--- src/rtl/supply_watch_pkg.sv ---
package supply_watch_pkg;
  typedef enum logic {
    ZONE_OK  = 1'b0,
    ZONE_LOW = 1'b1
  } zone_e;

  function automatic int thr_mv(input int base_mv, input int step_mv, input int code);
    return base_mv + step_mv * code;
  endfunction
endpackage

--- src/rtl/svw_ctrl.sv ---
module svw_ctrl #(
  parameter int LVL_W = 3
) (
  input  logic             clk,
  input  logic             rst,
  input  logic             enable_req,
  input  logic             lock_req,
  input  logic             standby_enter,
  input  logic [LVL_W-1:0] level_sel,
  output logic             armed,
  output logic [LVL_W-1:0] level
);
  logic lock_q;
  logic lock_next;

  assign lock_next = lock_q | lock_req;

  // Sticky lock: only reset clears it.
  always_ff @(posedge clk) begin
    if (rst) lock_q <= 1'b0;
    else     lock_q <= lock_next;
  end

  // Enable: forced on by the lock, dropped by standby otherwise.
  always_ff @(posedge clk) begin
    if (rst) armed <= 1'b0;
    else     armed <= lock_next | (enable_req & ~standby_enter);
  end

  // Level code: frozen once the lock is in place.
  always_ff @(posedge clk) begin
    if (rst)          level <= '0;
    else if (!lock_q) level <= level_sel;
  end
endmodule

--- src/rtl/svw_level_map.sv ---
module svw_level_map #(
  parameter int LVL_W   = 3,
  parameter int MV_W    = 12,
  parameter int BASE_MV = 2200,
  parameter int STEP_MV = 100,
  parameter int HALF_MV = 50
) (
  input  logic [LVL_W-1:0] level,
  output logic [MV_W:0]    trip_mv,
  output logic [MV_W:0]    release_mv
);
  import supply_watch_pkg::*;

  localparam int NLVL = 1 << LVL_W;
  localparam int TW   = MV_W + 1;

  logic [TW-1:0] trip_tbl [NLVL];
  logic [TW-1:0] rel_tbl  [NLVL];

  for (genvar g = 0; g < NLVL; g++) begin : g_lvl
    assign trip_tbl[g] = TW'(thr_mv(BASE_MV, STEP_MV, g) - HALF_MV);
    assign rel_tbl[g]  = TW'(thr_mv(BASE_MV, STEP_MV, g) + HALF_MV);
  end

  assign trip_mv    = trip_tbl[level];
  assign release_mv = rel_tbl[level];
endmodule

--- src/rtl/svw_hyst.sv ---
module svw_hyst #(
  parameter int MV_W = 12
) (
  input  logic            clk,
  input  logic            rst,
  input  logic            armed,
  input  logic            standby_enter,
  input  logic [MV_W-1:0] supply_mv,
  input  logic [MV_W:0]   trip_mv,
  input  logic [MV_W:0]   release_mv,
  output logic            low_flag
);
  import supply_watch_pkg::*;

  zone_e         zone_q;
  zone_e         zone_d;
  logic [MV_W:0] sample;

  assign sample = {1'b0, supply_mv};

  always_comb begin
    zone_d = zone_q;
    if (standby_enter || !armed) begin
      zone_d = ZONE_OK;
    end else if (zone_q == ZONE_OK) begin
      if (sample < trip_mv) zone_d = ZONE_LOW;
    end else begin
      if (sample > release_mv) zone_d = ZONE_OK;
    end
  end

  always_ff @(posedge clk) begin
    if (rst) zone_q <= ZONE_OK;
    else     zone_q <= zone_d;
  end

  assign low_flag = (zone_q == ZONE_LOW);
endmodule

--- src/rtl/svw_edge.sv ---
module svw_edge (
  input  logic clk,
  input  logic rst,
  input  logic flag,
  output logic rise_evt,
  output logic fall_evt
);
  logic flag_d;

  always_ff @(posedge clk) begin
    if (rst) begin
      flag_d   <= 1'b0;
      rise_evt <= 1'b0;
      fall_evt <= 1'b0;
    end else begin
      flag_d   <= flag;
      rise_evt <= flag & ~flag_d;
      fall_evt <= ~flag & flag_d;
    end
  end
endmodule

--- src/rtl/supply_level_watch.sv ---
module supply_level_watch #(
  parameter int LVL_W   = 3,
  parameter int MV_W    = 12,
  parameter int BASE_MV = 2200,
  parameter int STEP_MV = 100,
  parameter int HALF_MV = 50
) (
  input  logic             clk,
  input  logic             rst,
  input  logic             enable_req,
  input  logic [LVL_W-1:0] level_sel,
  input  logic             lock_req,
  input  logic             standby_enter,
  input  logic [MV_W-1:0]  supply_mv,
  output logic             low_flag,
  output logic             drop_evt,
  output logic             recover_evt,
  output logic             armed,
  output logic [LVL_W-1:0] level
);
  logic [MV_W:0] trip_mv;
  logic [MV_W:0] release_mv;

  svw_ctrl #(.LVL_W(LVL_W)) u_ctrl (
    .clk           (clk),
    .rst           (rst),
    .enable_req    (enable_req),
    .lock_req      (lock_req),
    .standby_enter (standby_enter),
    .level_sel     (level_sel),
    .armed         (armed),
    .level         (level)
  );

  svw_level_map #(
    .LVL_W   (LVL_W),
    .MV_W    (MV_W),
    .BASE_MV (BASE_MV),
    .STEP_MV (STEP_MV),
    .HALF_MV (HALF_MV)
  ) u_map (
    .level      (level),
    .trip_mv    (trip_mv),
    .release_mv (release_mv)
  );

  svw_hyst #(.MV_W(MV_W)) u_hyst (
    .clk           (clk),
    .rst           (rst),
    .armed         (armed),
    .standby_enter (standby_enter),
    .supply_mv     (supply_mv),
    .trip_mv       (trip_mv),
    .release_mv    (release_mv),
    .low_flag      (low_flag)
  );

  svw_edge u_edge (
    .clk      (clk),
    .rst      (rst),
    .flag     (low_flag),
    .rise_evt (drop_evt),
    .fall_evt (recover_evt)
  );
endmodule

--- config.mk ---
export PLATFORM = sky130hd
export DESIGN_NAME = supply_level_watch
export DESIGN_NICKNAME = d
export VERILOG_FILES = /design/src/rtl/supply_watch_pkg.sv /design/src/rtl/svw_ctrl.sv /design/src/rtl/svw_level_map.sv /design/src/rtl/svw_hyst.sv /design/src/rtl/svw_edge.sv /design/src/rtl/supply_level_watch.sv
export SDC_FILE = /design/constraint.sdc
export NUM_CORES = 1
export LEC_CHECK = 0
export BUFFER_PORTS_ARGS = -buffer_cell sky130_fd_sc_hd__buf_4
export CAP_MARGIN = 20
export CORE_UTILIZATION = 53
export DETAILED_ROUTE_END_ITERATION = 12
export MAX_ROUTING_LAYER = met4
export PLACE_DENSITY = 0.86
export SLEW_MARGIN = 10
export SYNTH_ARGS = -nofsm -noshare
export SYNTH_HDL_FRONTEND = slang
export SYNTH_SLANG_ARGS = --single-unit
export TNS_END_PERCENT = 30
--- constraint.sdc ---
create_clock -name clk -period 3.05 [get_ports clk]
set_input_delay 0.305 -clock clk [delete_from_list [all_inputs] [get_ports clk]]
set_output_delay 0.305 -clock clk [all_outputs]
set_load 0.005 [all_outputs]
== Yosys cells after proc, flatten, opt, wreduce, memory -nomap -nowiden ==
Memory sizes are Yosys's and may differ from the RTL's.
Cells that the tools add are included.
Storage, ports and cells
  register bits: 9
  ROM bits: 208
  input port bits: 20
  output and inout bits: 7
  memories: 2
Memories
  (name not given): depth 8, width 13, read ports 1, clocked after memory_dff 0, write ports 0, line svw_level_map.sv:25  | assign trip_mv = trip_tbl[level];
  (name not given): depth 8, width 13, read ports 1, clocked after memory_dff 0, write ports 0, line svw_level_map.sv:26  | assign release_mv = rel_tbl[level];
Cells by class
  order comparisons: 3
  muxes and demuxes: 7
  bitwise operators: 9
  reduce and logical (&&, ||, !) cells: 3
Operators by type and width (number)
  two-way mux 13 bit: 4
  greater-than comparator 12 x 13 -> 1 bit: 1
  less-than comparator 12 x 13 -> 1 bit: 1
  >= comparator 4 bit (second input constant): 1
  NOT 3 -> 4 bit: 1
  bitwise AND 1 bit: 3
  two-way mux 1 bit: 3
  NOT 1 bit: 3
  OR 1 bit: 2
  OR reduction 2 bit: 1
  logical NOT 1 bit: 1
  logical OR 1 bit: 1

== Longest topological paths before layout ==
  word-level depth: 7
  mapped depth: 9

== Hierarchy ==
A second synthesis with hierarchy kept.
Second synthesis, totals
  cell total of the unflattened synthesis: 148
  area, all modules: 1191.1 um^2
Modules (own cells, without submodules)
  svw_hyst: times used 1, cells each 85, area an instance 626.9 um^2
  svw_level_map: times used 1, cells each 42, area an instance 312.8 um^2
  svw_ctrl: times used 1, cells each 15, area an instance 160.2 um^2
  svw_edge: times used 1, cells each 6, area an instance 91.3 um^2

== Worst setup path after synthesis ==
Ideal clock, no wire load.
  kind: reg-to-reg
  start point: register u_ctrl.level[0]
  end point: register u_hyst.zone_q (netlist: u_hyst.low_flag)
  setup time: 91 ps
  data arrival time: 2024 ps
  data required time: 2959 ps
  setup slack: 935 ps
  stages on the path, launching flop included: 10
  clock period less this slack: 2115 ps
  cell sequence: dfxtp_1 -> inv_1 -> ha_1 -> nand2_1 -> o21ai_0 -> ha_1 -> a21o_1 -> a211oi_1 -> o221ai_1 -> a311oi_1
On the way
  longest elaborated chain between the ends: 7
  elaborated cells on any way between the ends: 12
  those cells by class: order compare: 2; mux: 7; bitwise: 1; memory: 2
Ends and longest elaborated chain
  start: declaration: line svw_ctrl.sv:11  | output logic [LVL_W-1:0] level
  start signal: assignment: line svw_ctrl.sv:33  | else if (!lock_q) level <= level_sel;
  NOT 3 -> 4 bit (implied by the code) *: line svw_level_map.sv:25, svw_level_map.sv:26
  memory (8 x 13 bit), on equally long branches
  two-way mux 13 bit, on equally long branches (2 in a row): line svw_level_map.sv:25, svw_level_map.sv:26
  less-than comparator 12 x 13 -> 1 bit or greater-than comparator 12 x 13 -> 1 bit (tied branches): line svw_hyst.sv:26, svw_hyst.sv:28
  two-way mux 1 bit, on equally long branches: line svw_hyst.sv:26, svw_hyst.sv:28
  two-way mux 1 bit *: line svw_hyst.sv:25  | end else if (zone_q == ZONE_OK) begin
  end signal: assignment: line svw_hyst.sv:34  | else zone_q <= zone_d;
  end: declaration: line svw_hyst.sv:15  | zone_e zone_q;
Mark *: on every way between the ends. The rest lies on a longest branch, timed or not. The select of a mux whose other input is x is not followed.
A chain may end at the register's enable or synchronous reset.

== Worst setup path after layout ==
Ends and elaborated chain as after synthesis.

==> flow_summary.ini <==
[placement]
post-place-ws_ns = 0.700
port_buffers = 26
dp.cells = 132
dpl_cell_area_um2 = 1040
dpl.hpwl_um = 1650
gp_congestion = 0.832

[setup_path]
r2r_cells = 9
critPathCaptureType = flip-flop
r2r-start = u_ctrl.level[0]
critPathLaunchType = flip-flop
critPathArrivalTime_ns = 2.56
r2r_slack_ns = 0.67
crit_fanout = 9
required_ns = 3.23
r2r_end = u_hyst.low_flag
worstSetupPathType = reg -> reg

[logic_synthesis]
synthCells = 91
synth_area_leaders = ha_1, dfxtp_1, mux2i_1
synth_commonest_cells = ha_1, dfxtp_1, nor2_1
synth_top_area_share = 0.320
netlist_area_um2 = 821
synth_edf_count = 0
ys_ff_latch = 9
synth_area_per_cell_um2 = 9.02
netlist.top_cell.by_area = ha_1
yosys_warnings = 0
seq_area_frac_synth = 0.220
synth.most_common_cell = ha_1
synth_ff_type = dfxtp_1
synth-async-reset-ratio = 0
synth.distinct_cells = 27
synth_fp_nets = 132

[min_path]
hold_path_depth = 2
hp-class = in -> reg
holdCritStartpoint = enable_req
hold_path_end = u_ctrl.armed

[sta]
tns_ns = 0
hold_viol_final = 0
skew_ns = 0.00650
slew-limit-headroom = 0.771
finalCriticalPeriod_ns = 2.38
finalCritPeriodShare = 0.780
drv_slew = 0
fin_ws_ns = 0.670
setup_viol = 0
fmaxAchievable_mhz = 420
rsz0062_at_grt = false
tightestPinTransition_ns = 0.343
fin_hold_ws_ns = 0.236

[die]
ios = 27
num_rows = 13
coreArea_um2 = 1370
dieHeight_um = 41.4
die_w_um = 41.4
die_area_um2 = 1710
start_util = 0.601

[routing]
antenna_left = 0
dr.pass1.iters = 4
drcViolationCount = 0
num_vias = 761
vias_per_cell = 5.60
drtIter0Drc = 11
wl_per_cell_um = 15.2
wl_um = 2060

[grt]
grt_usage = 0.279
grt_overflow = 0
grt_pass1_vias = 723
antenna_found_initial = 0
grt_max_degree = 13
grt_pass1_wl_um = 2890

[clock_tree]
post-cts-setup-buffers = 0
clkLatencyLatePin_ns = 0.27
cts_hold_buf = 0
cts_sinks = 9
cts_tree = yes
htreeDepth = 1
root_buffer = clkbuf_4
cts_buffer_depth = 2
cts_buffers = 3
cts_resized = 0
cts.clk_slew.worst_paths_ns = 0.07

[finish]
nets = 163
n_fill_cell = 99
final_core_util = 0.780
stdcell_count = 136
drive_gt1_frac = 0.289
fin_area_um2 = 1070
n_antenna_cell = 0
syn_to_final_growth_pct = 29.9

[power_and_ir_drop]
leakage_nw = 0.540
ir_worst_vdd_mv = 0.258
total_power_mw = 0.360
powerDensity_nw_per_um2 = 338

[status]
status = completed

[job]
drv_cap = 0
-- critical path, cell delays in order, from the launching register on --
cell and delay [ns]:
dfxtp_1 0.53, inv_1 0.17, ha_1 0.37, nand2_1 0.09, o21ai_0 0.08, ha_1 0.29, a21o_1 0.16, a211oi_1 0.24
o221ai_1 0.14, a311oi_1 0.23
-- kinds of logic (layout without fill, tap and decap cells) --
logic type	Yosys count	in the layout	synth area share
flops	9	9	0.220
compound gates	20	20	0.168
xor+xnor	2	2	0.0213
mux	6	6	0.0762
buf+inv	7	37	0.0320
simple gates	26	26	0.163
fa+ha+maj	21	21	0.320
-- worst max-delay path by stage --
stage,from,endpoint,slack [ns],cells after the start
after floorplan,u_ctrl.level[0],u_hyst.low_flag,0.94,9
after global placement,u_ctrl.level[0],u_hyst.low_flag,0.86,9
after detailed placement,u_ctrl.level[0],u_hyst.low_flag,0.70,9
after CTS,u_ctrl.level[0],u_hyst.low_flag,0.67,9
after global routing,u_ctrl.level[0],u_hyst.low_flag,0.47,9
final,u_ctrl.level[0],u_hyst.low_flag,0.67,9
-- report_power, final --
part / internal [mW] / leakage [nW] / total, mW / switching (mW)
combinational: 0.0673 / 0.448 / 0.129 / 0.0616
sequential: 0.124 / 0.0741 / 0.132 / 0.00871
clock: 0.0486 / 0.0177 / 0.0986 / 0.0500
total: 0.240 / 0.540 / 0.360 / 0.120
-- layer usage --
metal | global-route usage | wire [um] | up-vias
met1 | 0.252 | 840 | 347
met3 | 0.0585 | 83 | 4
li1 | - | - | 388
met2 | 0.566 | 1120 | 22
met4 | 0.0887 | 21 | 0
met5 | - | 0 | -
-- layout make-up --
| type | count | area [um2] | share of cell area |
|---|---|---|---|
| Multi-Input combinational cell | 75 | 614 | 0.576 |
| Clock inverter | 1 | 5.00 | 0.00469 |
| Tap cell | 15 | 18.8 | 0.0176 |
| Clock buffer | 3 | 22.5 | 0.0211 |
| Sequential cell | 9 | 180 | 0.169 |
| Timing Repair Buffer | 27 | 203 | 0.190 |
| Inverter | 6 | 22.5 | 0.0211 |
-- cells in the final DEF, fill, tap and decap left out, types with 3 or more instances in the layout --
cell / netlist / final
buf_4: 0 / 27
mux2i_1: 4 / 4
a21oi_1: 6 / 6
nor2_1: 8 / 8
dfxtp_1: 9 / 9
nand2_1: 4 / 4
inv_1: 6 / 6
ha_1: 21 / 21
nor2b_1: 5 / 5
nand4_1: 3 / 3
clkbuf_4: 0 / 3
-- sequential cells by signal (all words and copies together) (netlist names) --
| signal | cells |
|---|---|
| u_ctrl.level | 3 |
| u_edge.flag_d | 1 |
| u_edge.fall_evt | 1 |
| u_ctrl.armed | 1 |
| u_hyst.low_flag | 1 |
| u_edge.rise_evt | 1 |
| u_ctrl.lock_q | 1 |
(Power assumes the default switching activity.)
